## src/rtl/sigmul_pkg.sv

```systemverilog
package sigmul_pkg;

    typedef enum logic [2:0] {
        SM_IDLE,
        SM_ITER,
        SM_FIX,
        SM_NORM,
        SM_DONE
    } sm_state_t;

    function automatic int ceil_div(input int num, input int den);
        return (num + den - 1) / den;
    endfunction

    function automatic int bits_for(input int value);
        return (value <= 1) ? 1 : $clog2(value + 1);
    endfunction

endpackage

```

## src/rtl/sigmul_unpack.sv

```systemverilog
module sigmul_unpack #(
    parameter int EXP_W  = 11,
    parameter int FRAC_W = 52,
    parameter int SIG_W  = FRAC_W + 1,
    parameter int ADJ_W  = 7
) (
    input  logic [EXP_W-1:0]  exp_in,
    input  logic [FRAC_W-1:0] frac_in,
    output logic [SIG_W-1:0]  sig,
    output logic [ADJ_W-1:0]  adj
);

    always_comb begin
        int lead;
        int shamt;
        lead  = 0;
        shamt = 0;
        sig   = '0;
        adj   = '0;
        if (exp_in != '0) begin
            sig = {1'b1, frac_in};
        end else if (frac_in != '0) begin
            for (int i = 0; i < FRAC_W; i++) begin
                if (frac_in[i]) lead = i;
            end
            shamt = FRAC_W - lead;
            sig   = SIG_W'(frac_in) << shamt;
            adj   = ADJ_W'(shamt - 1);
        end
    end

endmodule

```

## src/rtl/sigmul_step.sv

```systemverilog
module sigmul_step #(
    parameter int ACC_W   = 64,
    parameter int DIGIT_W = 4
) (
    input  logic [ACC_W-1:0]   acc,
    input  logic [ACC_W-1:0]   mcand,
    input  logic [DIGIT_W-1:0] digit,
    output logic [ACC_W-1:0]   acc_next,
    output logic               dropped
);

    logic [ACC_W-1:0] pp [DIGIT_W];

    for (genvar j = 0; j < DIGIT_W; j++) begin : g_pp
        assign pp[j] = digit[j] ? (mcand << j) : '0;
    end

    always_comb begin
        acc_next = acc >> DIGIT_W;
        for (int j = 0; j < DIGIT_W; j++) begin
            acc_next = acc_next + pp[j];
        end
    end

    assign dropped = |acc[DIGIT_W-1:0];

endmodule

```

## src/rtl/sigmul_extract.sv

```systemverilog
module sigmul_extract #(
    parameter int SIG_W = 53,
    parameter int HB    = 60
) (
    input  logic [HB:0]      acc,
    input  logic             sticky_in,
    output logic [SIG_W-1:0] sig,
    output logic             guard,
    output logic             sticky
);

    localparam int GPOS = HB - SIG_W;

    assign sig    = acc[HB:GPOS+1];
    assign guard  = acc[GPOS];
    assign sticky = sticky_in | (|acc[GPOS-1:0]);

endmodule

```

## src/rtl/sigmul_r16.sv

```systemverilog
module sigmul_r16
    import sigmul_pkg::*;
#(
    parameter int EXP_W   = 11,
    parameter int FRAC_W  = 52,
    parameter int BIAS    = 1023,
    parameter int DIGIT_W = 4,
    parameter int PAD     = 7
) (
    input  logic                      clk,
    input  logic                      rst,
    input  logic                      start,
    input  logic [EXP_W-1:0]          exp_a,
    input  logic [FRAC_W-1:0]         frac_a,
    input  logic [EXP_W-1:0]          exp_b,
    input  logic [FRAC_W-1:0]         frac_b,
    output logic                      busy,
    output logic                      done,
    output logic [FRAC_W:0]           sig_o,
    output logic                      guard_o,
    output logic                      sticky_o,
    output logic signed [EXP_W+1:0]   exp_o
);

    localparam int SIG_W     = FRAC_W + 1;
    localparam int ITERS     = ceil_div(SIG_W, DIGIT_W);
    localparam int MIER_W    = ITERS * DIGIT_W;
    localparam int ACC_W     = SIG_W + PAD + DIGIT_W;
    localparam int HB        = 2 * SIG_W + PAD - 1 - DIGIT_W * (ITERS - 1);
    localparam int ADJ_W     = $clog2(SIG_W) + 1;
    localparam int RES_EXP_W = EXP_W + 2;
    localparam int CNT_W     = bits_for(ITERS);

    typedef struct packed {
        logic [ACC_W-1:0]            acc;
        logic [ACC_W-1:0]            mcand;
        logic [MIER_W-1:0]           mier;
        logic                        sticky;
        logic signed [RES_EXP_W-1:0] exp;
        logic [CNT_W-1:0]            cnt;
    } work_t;

    sm_state_t state;
    work_t     w;

    logic [SIG_W-1:0]            sig_a, sig_b;
    logic [ADJ_W-1:0]            adj_a, adj_b;
    logic signed [RES_EXP_W-1:0] exp_init;
    logic [ACC_W-1:0]            acc_step;
    logic                        step_drop;
    logic [SIG_W-1:0]            ex_sig;
    logic                        ex_guard, ex_sticky;

    sigmul_unpack #(.EXP_W(EXP_W), .FRAC_W(FRAC_W), .SIG_W(SIG_W), .ADJ_W(ADJ_W)) u_unpack_a (
        .exp_in(exp_a), .frac_in(frac_a), .sig(sig_a), .adj(adj_a)
    );

    sigmul_unpack #(.EXP_W(EXP_W), .FRAC_W(FRAC_W), .SIG_W(SIG_W), .ADJ_W(ADJ_W)) u_unpack_b (
        .exp_in(exp_b), .frac_in(frac_b), .sig(sig_b), .adj(adj_b)
    );

    assign exp_init = $signed({2'b00, exp_a}) + $signed({2'b00, exp_b})
                    - $signed(RES_EXP_W'(BIAS))
                    - $signed({{(RES_EXP_W-ADJ_W){1'b0}}, adj_a})
                    - $signed({{(RES_EXP_W-ADJ_W){1'b0}}, adj_b});

    sigmul_step #(.ACC_W(ACC_W), .DIGIT_W(DIGIT_W)) u_step (
        .acc(w.acc), .mcand(w.mcand), .digit(w.mier[DIGIT_W-1:0]),
        .acc_next(acc_step), .dropped(step_drop)
    );

    sigmul_extract #(.SIG_W(SIG_W), .HB(HB)) u_extract (
        .acc(w.acc[HB:0]), .sticky_in(w.sticky),
        .sig(ex_sig), .guard(ex_guard), .sticky(ex_sticky)
    );

    always_ff @(posedge clk) begin
        if (rst) begin
            state    <= SM_IDLE;
            w        <= '0;
            sig_o    <= '0;
            guard_o  <= 1'b0;
            sticky_o <= 1'b0;
            exp_o    <= '0;
        end else begin
            unique case (state)
                SM_IDLE: begin
                    if (start) begin
                        w.acc    <= '0;
                        w.mcand  <= ACC_W'(sig_a) << PAD;
                        w.mier   <= MIER_W'(sig_b);
                        w.sticky <= 1'b0;
                        w.exp    <= exp_init;
                        w.cnt    <= '0;
                        state    <= SM_ITER;
                    end
                end
                SM_ITER: begin
                    w.acc    <= acc_step;
                    w.sticky <= w.sticky | step_drop;
                    w.mier   <= w.mier >> DIGIT_W;
                    w.cnt    <= w.cnt + 1'b1;
                    if (w.cnt == CNT_W'(ITERS - 1)) state <= SM_FIX;
                end
                SM_FIX: begin
                    if (w.acc[HB]) w.exp <= w.exp + RES_EXP_W'(1);
                    else           w.acc <= w.acc << 1;
                    state <= SM_NORM;
                end
                SM_NORM: begin
                    if (w.acc[HB] || w.acc == '0) begin
                        sig_o    <= ex_sig;
                        guard_o  <= ex_guard;
                        sticky_o <= ex_sticky;
                        exp_o    <= w.exp;
                        state    <= SM_DONE;
                    end else begin
                        w.acc <= w.acc << 1;
                        w.exp <= w.exp - RES_EXP_W'(1);
                    end
                end
                SM_DONE: state <= SM_IDLE;
                default: state <= SM_IDLE;
            endcase
        end
    end

    assign busy = (state == SM_ITER) || (state == SM_FIX) || (state == SM_NORM);
    assign done = (state == SM_DONE);

endmodule

```

## config.mk

```make
export PLATFORM = sky130hd
export DESIGN_NAME = sigmul_r16
export DESIGN_NICKNAME = d
export VERILOG_FILES = /design/src/rtl/sigmul_pkg.sv /design/src/rtl/sigmul_unpack.sv /design/src/rtl/sigmul_step.sv /design/src/rtl/sigmul_extract.sv /design/src/rtl/sigmul_r16.sv
export SDC_FILE = /design/constraint.sdc
export NUM_CORES = 2
export LEC_CHECK = 0
export CORE_MARGIN = 2
export CORE_UTILIZATION = 60
export DETAILED_ROUTE_END_ITERATION = 12
export HOLD_SLACK_MARGIN = 0.08
export PLACE_DENSITY = 0.83
export SKIP_CTS_REPAIR_TIMING = 1
export SYNTH_ARGS = -nofsm -noshare
export SYNTH_HDL_FRONTEND = slang
export SYNTH_HIERARCHICAL = 1
export SYNTH_SLANG_ARGS = --single-unit
```

## constraint.sdc

```tcl
create_clock -name clk -period 10.8 [get_ports clk]
set_input_delay 2.16 -clock clk [delete_from_list [all_inputs] [get_ports clk]]
set_output_delay 2.16 -clock clk [all_outputs]
set_load 0.01 [all_outputs]
```

## Yosys cells after proc, flatten, opt, wreduce, memory -nomap -nowiden

Index checks and enable logic that the tools add are counted.
W data, S select, Z words.

- $add $sub $neg: 15
- Equal/unequal tests: 11
- Shift-type cells: 2
- Multiplexer cells: 131
- Bitwise operators: 2
- Reduce and logical (&&, ||, !) cells: 21

Operator list:

| kind | number |
|---|---|
| $pmux W64 S4 | 1 |
| $mux W6 | 40 |
| $mux W53 | 4 |
| $mux W202 | 1 |
| $mux W5 | 32 |
| $mux W32 | 4 |
| $mux W64 | 2 |
| $pmux W57 S2 | 1 |
| $shl A52 B32 Y53 | 2 |
| $reduce_bool A52 Y1 | 2 |
| $add A60 B64 Y64 | 1 |
| $add A64 B62 Y64 | 1 |
| $add A64 B63 Y64 | 1 |
| $add A64 B64 Y64 | 1 |
| $logic_not A64 Y1 | 1 |
| $mux W4 | 16 |
| $sub A7 B32 Y32 const A | 2 |
| $mux W63 | 1 |
| $mux W62 | 1 |
| $mux W61 | 1 |
| $mux W60 | 1 |
| $pmux W13 S3 | 1 |
| $mux W3 | 11 |
| $mux W7 | 4 |
| 29 further kinds | 50 |

- Flip-flop bits (word level): 262
- Bits of input ports: 129
- Output and inout port bits: 70
- Word-level logic and storage cells: 194

## Longest topological paths before layout

- Depth after elaboration: 61
- Gate-level depth with buffers: 30
- Gate-level depth less buffers: 25

## By module

The synthesis kept the hierarchy.

By module, submodules not included:

| module | times used | cells each | area each (µm²) | sequential area each (µm²) |
|---|---|---|---|---|
| sigmul_r16 | 1 | 1395 | 11830.1 | 5185.0 |
| sigmul_step | 1 | 1382 | 10039.6 | 0.0 |
| sigmul_unpack | 2 | 725 | 4815.9 | 0.0 |
| sigmul_extract | 1 | 57 | 421.7 | 0.0 |

## Worst setup path after synthesis

Ideal clock, no wire load.

- Path kind: input-to-reg
- Start point: in frac_a[29]
- End point: reg w[14] in the netlist's numbering
- Library setup time: 0.091 ns
- Arrival time: 8.341 ns
- Data required time: 10.709 ns
- Setup slack: 2.368 ns
- Stages: 29
- Buffers on the path: 7
- Cell sequence: clkbuf_1 inv_1 a21oi_1 o221ai_1 o211a_4 nor2_4 inv_4 buf_6 buf_4 ha_1 clkbuf_1 buf_1 clkbuf_1 clkbuf_1 nor2_1 nand3_1 xnor2_1 nor2_1 fa_1 inv_1 fa_1 ha_1 ha_1 and4_1 and2_1 a311oi_1 xnor2_1 nand2_1 a311oi_1

- Cells in the longest elaborated chain, start to end: 33
- Elaborated cells on any way between the ends: 34
- Those cells by class: add/sub: 4; mux: 29; reduce/logical: 1

Ends and longest elaborated chain:

| what | line | source |
|---|---|---|
| from (decl) | sigmul_r16.sv:14 | `input logic [FRAC_W-1:0] frac_a,` |
| $mux W5 (3 in series) | sigmul_unpack.sv:24 | `if (frac_in[i]) lead = i;` |
| $mux W6 (20 in series) | sigmul_unpack.sv:24 |  |
| $mux W32 | sigmul_unpack.sv:22 | `end else if (frac_in != '0) begin` |
| $mux W32 | sigmul_unpack.sv:20 | `if (exp_in != '0) begin` |
| $sub A7 B32 Y32 | sigmul_unpack.sv:26 | `shamt = FRAC_W - lead;` |
| $sub A7 B2 Y7 | sigmul_unpack.sv:28 | `adj = ADJ_W'(shamt - 1);` |
| $mux W7 * | sigmul_unpack.sv:22 |  |
| $mux W7 * | sigmul_unpack.sv:20 |  |
| net adj_a[5] | sigmul_r16.sv:47 | `logic [ADJ_W-1:0] adj_a, adj_b;` |
| $sub A13 B8 Y13 * | sigmul_r16.sv:64 | `- $signed({{(RES_EXP_W-ADJ_W){1'b0}}, adj_a})` |
| $sub A13 B8 Y13 * | sigmul_r16.sv:65 | `- $signed({{(RES_EXP_W-ADJ_W){1'b0}}, adj_b});` |
| $mux W202 * | sigmul_r16.sv:88 | `if (start) begin` |
| $pmux W13 S3 * | sigmul_r16.sv:86 | `unique case (state)` |
| to (decl) | sigmul_r16.sv:44 | `work_t w;` |

The timed path passes the listed nets; every way through them passes the cells marked *. The select of a mux whose other input is x is not followed.
A chain may end at the register's enable or synchronous reset.

## Final worst setup path

- Start point: in frac_b[2]
- End point: reg w[14] in the netlist's numbering

- Cells in the longest elaborated chain, start to end: 59
- Elaborated cells on any way between the ends: 60
- Those cells by class: add/sub: 3; mux: 56; reduce/logical: 1

Ends and longest elaborated chain:

| what | line | source |
|---|---|---|
| from (decl) | sigmul_r16.sv:16 | `input logic [FRAC_W-1:0] frac_b,` |
| $mux W2 (2 in series) | sigmul_unpack.sv:24 |  |
| $mux W3 (4 in series) | sigmul_unpack.sv:24 |  |
| $mux W4 (8 in series) | sigmul_unpack.sv:24 |  |
| $mux W5 (16 in series) | sigmul_unpack.sv:24 |  |
| $mux W6 (20 in series) | sigmul_unpack.sv:24 |  |
| $mux W32 | sigmul_unpack.sv:22 |  |
| $mux W32 | sigmul_unpack.sv:20 |  |
| $sub A7 B32 Y32 | sigmul_unpack.sv:26 |  |
| $sub A7 B2 Y7 | sigmul_unpack.sv:28 |  |
| $mux W7 * | sigmul_unpack.sv:22 |  |
| $mux W7 * | sigmul_unpack.sv:20 |  |
| net adj_b[5] | sigmul_r16.sv:47 |  |
| $sub A13 B8 Y13 * | sigmul_r16.sv:65 |  |
| $mux W202 * | sigmul_r16.sv:88 |  |
| $pmux W13 S3 * | sigmul_r16.sv:86 |  |

Marked as above.

==> run summary <==
Seq/Total Area, Yosys = 16.2%
Crit path kind = in -> reg
Post-synth EDFFs = 0
Drt pass-1 iters = 7
Final Setup Violations = 0
CTS H-tree depth = 1
Top Ports = 199
Fin crit period = 8.80 ns
FF-to-FF End = w[198]$_SDFFE_PP0P_
Number of synthesized register bits = 259
Bufs and invs on worst path = 4
Final Max Tran Viols = 0
Die area = 55100 sq um
Status = complete, no violations
Initial drt markers = 3553
Std cell rows = 84
RSZ-0062 raised after global routing = no
Hold Violations, Final = 0
Worst-Margin Slew = 1.17 ns
Placement Cell Area = 33700 sq um
Lkg Pwr = 0.0145 uW
Dpl ws = 1.52 ns
Yosys warnings = 6
CTS Buf Count = 30
Core Box Area = 52600 sq um
Routability cong. = 1.05
Fin area = 34600 sq um
Crit Reg-Reg Startpoint = w[20]$_SDFFE_PP0P_
Post-synth cell types = 102
Hold worst-path end = sig_o[21]$_SDFFE_PP0P_
Largest delay contributor family on the critical path = adder cells
Root Driver = clkbuf_16
Post-route antenna net violation count = 0
Placed cell count = 4910
Slowest CP cell = clkdlybuf4s50_1
Flip-flop and latch area = 5190 sq um
Post-Layout Cell Count = 4964
Post-Syn Area = 31900 sq um
Vias in the first global route = 30134
Total grt overflow = 0
Worst clock skew = 0.0288 ns
Initial Utilization = 60.7%
Vias per cell = 6.45
Initial antenna violation count = 0
CP peak stage delay = 0.66 ns
Hold Crit Start = sig_o[21]$_SDFFE_PP0P_
Worst EP arrival = 9.31 ns
Min-Delay Path Depth = 2
Mapped Cells = 4284
Final wirelength = 110 mm
Multi-input logic area = 23500 sq um
Tcrit/Tclk final = 81.4%
Slew HR = 21.8%
Main synth FF type = dfxtp_1
Switch share = 40.1%
Reg2reg setup slack = 3.72 ns
Sequential share of power = 31.4%
PD cells = 99.1 nW/um^2
Longest Clk Path Bufs = 3
CP Capture Type = flip-flop
Maximum vdd drop = 0.102 mV
CP required = 11.31 ns
Clock Sink Count = 259
CTS clk-pin slew, worst paths = 0.08 ns
NetSw = 1380 uW
Die height = 235 um
Clock power share = 29.5%
Synth Area per Inst = 7.45 sq um
Worst Hold Class = reg -> reg
CTS tree = done
Startpoint types = input port
FF-to-FF path depth = 21
Die W = 235 um
Gate power share = 39.1%
Max Cap Viol = 0
FMAX = 114 MHz
Final Worst Setup Slack = 2.00 ns
Final setup TNS = 0 ns
Hold WS = 0.453 ns
Avg WL per Cell = 22.2 um
Fraction of registers with async set/reset = 0%
Total track usage = 38.7%
IO buf count = 198
Internal power = 2050 uW
Clk_lat worst skew = 0.60 ns
Layout cells sized above 1 = 6.95%
Largest net degree at the start of global routing = 112
Ant. Diodes = 0
First-pass GRT wire length = 173 mm
Worst-path maximum fanout = 26
Fillers = 4660
Synthesis-to-finish area growth = 8.44%
Detailed placement HPWL = 84.0 mm
Via Count = 32028
Drt drc = 0
Final nets = 4691
[tightest hold or removal path: cells and delay by family (launching register included)]
kind / cells / cell delay [ns]
flops: 1 / 0.31
compound gates: 1 / 0.05
simple gates: 1 / 0.05
[worst max-delay path by stage]
stage	from	to	slack [ns]	cells past startpoint
2_1_floorplan	frac_a[29]	w[14]$_SDFFE_PP0P_	2.37	29
6_report	frac_b[2]	w[14]$_SDFFE_PP0P_	2.00	27
3_5_place_dp	frac_a[2]	w[14]$_SDFFE_PP0P_	1.52	26
3_3_place_gp	frac_a[2]	w[14]$_SDFFE_PP0P_	1.60	26
4_1_cts	frac_a[2]	w[14]$_SDFFE_PP0P_	2.13	26
5_1_grt	frac_a[2]	w[14]$_SDFFE_PP0P_	1.60	26
[power groups by stage]
| stage | Clock [uW] | Combinational [uW] | Sequential, uW |
|---|---|---|---|
| after floorplan | 0 | 942 | 1060 |
| after global placement | 0 | 1290 | 1090 |
| after detailed placement | 0 | 1290 | 1090 |
| after CTS | 1030 | 1300 | 1070 |
| after global routing | 1060 | 1440 | 1080 |
| final | 1010 | 1340 | 1080 |
[flip-flops by register name (all words and copies together) (netlist names)]
register and count:
exp_o 13, guard_o 1, sig_o 53, state 3
sticky_o 1, w 188
[cell usage after synthesis, types with 13 or more instances]
library cell  number  area share, %
nand4_1           47           0.92
inv_1            458            5.4
nand2b_1          21           0.41
mux2_2            38            1.3
nor2b_1           15           0.29
nand2_1          720            8.5
a211oi_1          44            1.0
o21ai_1           25           0.39
a21o_1            47            1.1
o2bb2ai_1         14           0.38
dfxtp_1          259             16
a22o_1            18           0.49
o21a_1            24           0.56
clkbuf_1         201            2.4
or4_1             21           0.49
mux4_2            20            1.4
xnor2_1           53            1.5
or3_1             16           0.31
fa_1             197             12
and3_1            15           0.29
o31ai_1           19           0.45
buf_2             52           0.82
xor2_1            27           0.74
a221o_1           17           0.53
mux2i_1          200            6.3
a21oi_1          335            5.3
nor2_1           334            3.9
a221oi_1          13           0.36
and2_1            88            1.7
buf_4             66            1.6
o21ai_0          127            2.0
nand3_1           53           0.83
nor3_1            50           0.78
a31oi_1           21           0.41
a211oi_2          63            2.5
o211ai_1          33           0.78
buf_6             16           0.56
o221ai_1          13           0.36
a22oi_1          129            3.0
ha_1             111            4.4
o21bai_1          24           0.56
nor4_1            48           0.94
[layer usage]
layer | vias to the layer above | track usage [%] | part of all wire (%) | wire length [um]
li1 | 14613 | - | - | -
met1 | 15445 | 53.0 | 42 | 45700
met2 | 1640 | 60.4 | 44 | 48700
met3 | 330 | 6.04 | 9.1 | 9980
met4 | 0 | 17.5 | 5.2 | 5690
met5 | - | 0 | 0 | 0
[cells in the final DEF, fill, tap and decap left out, types with 14 or more instances in the layout]
cell type	n
nand2_1	720
inv_1	458
a21oi_1	335
nor2_1	332
dfxtp_1	256
mux2i_1	200
fa_1	197
clkdlybuf4s50_1	197
a22oi_1	129
o21ai_0	127
ha_1	109
and2_1	88
a211oi_2	63
nand3_1	51
xnor2_1	51
nor3_1	49
buf_4	49
nor4_1	48
nand4_1	47
a21o_1	47
a211oi_1	44
conb_1	38
mux2_2	38
o211ai_1	33
clkbuf_16	31
xor2_1	27
o21bai_1	24
o21ai_1	24
o21a_1	23
nand2b_1	21
a31oi_1	21
or4_1	21
mux4_2	20
o31ai_1	19
a22o_1	18
a221o_1	17
nor2b_1	15
and3_1	15
or3_1	14
o2bb2ai_1	14
[cell type report]
| cell class | instances | share of cell area, % |
|---|---|---|
| tap | 688 | 2.49 |
| clock buffer | 38 | 2.37 |
| inverter | 462 | 5.04 |
| sequential | 259 | 15.0 |
| clock inverter | 16 | 0.412 |
| timing repair buffer | 247 | 6.80 |
| multi-input combinational | 3254 | 67.9 |
[metrics by stage]
stage               utilization, %  total power, uW
floorplan                        -             2000
global route                  65.9             3590
detailed placement            64.0             2390
finish                        65.9             3430
CTS                           65.9             3400
global placement              64.0             2390
[cells by family (layout without fill, tap and decap cells)]
group / Yosys count / in the layout / share of synthesized area, %
and+or+nand+nor: 1470 / 1470 / 20.5
AOI/OAI and AO/OA: 1094 / 1094 / 24.1
buffers and inverters: 808 / 763 / 10.9
adders and majority gates: 308 / 308 / 16.7
muxes: 260 / 260 / 9.12
DFF: 259 / 259 / 16.2
xor gates and xnor gates: 84 / 84 / 2.47
other: 1 / 38 / 0.0117
Power figures use the tool's default switching activity.
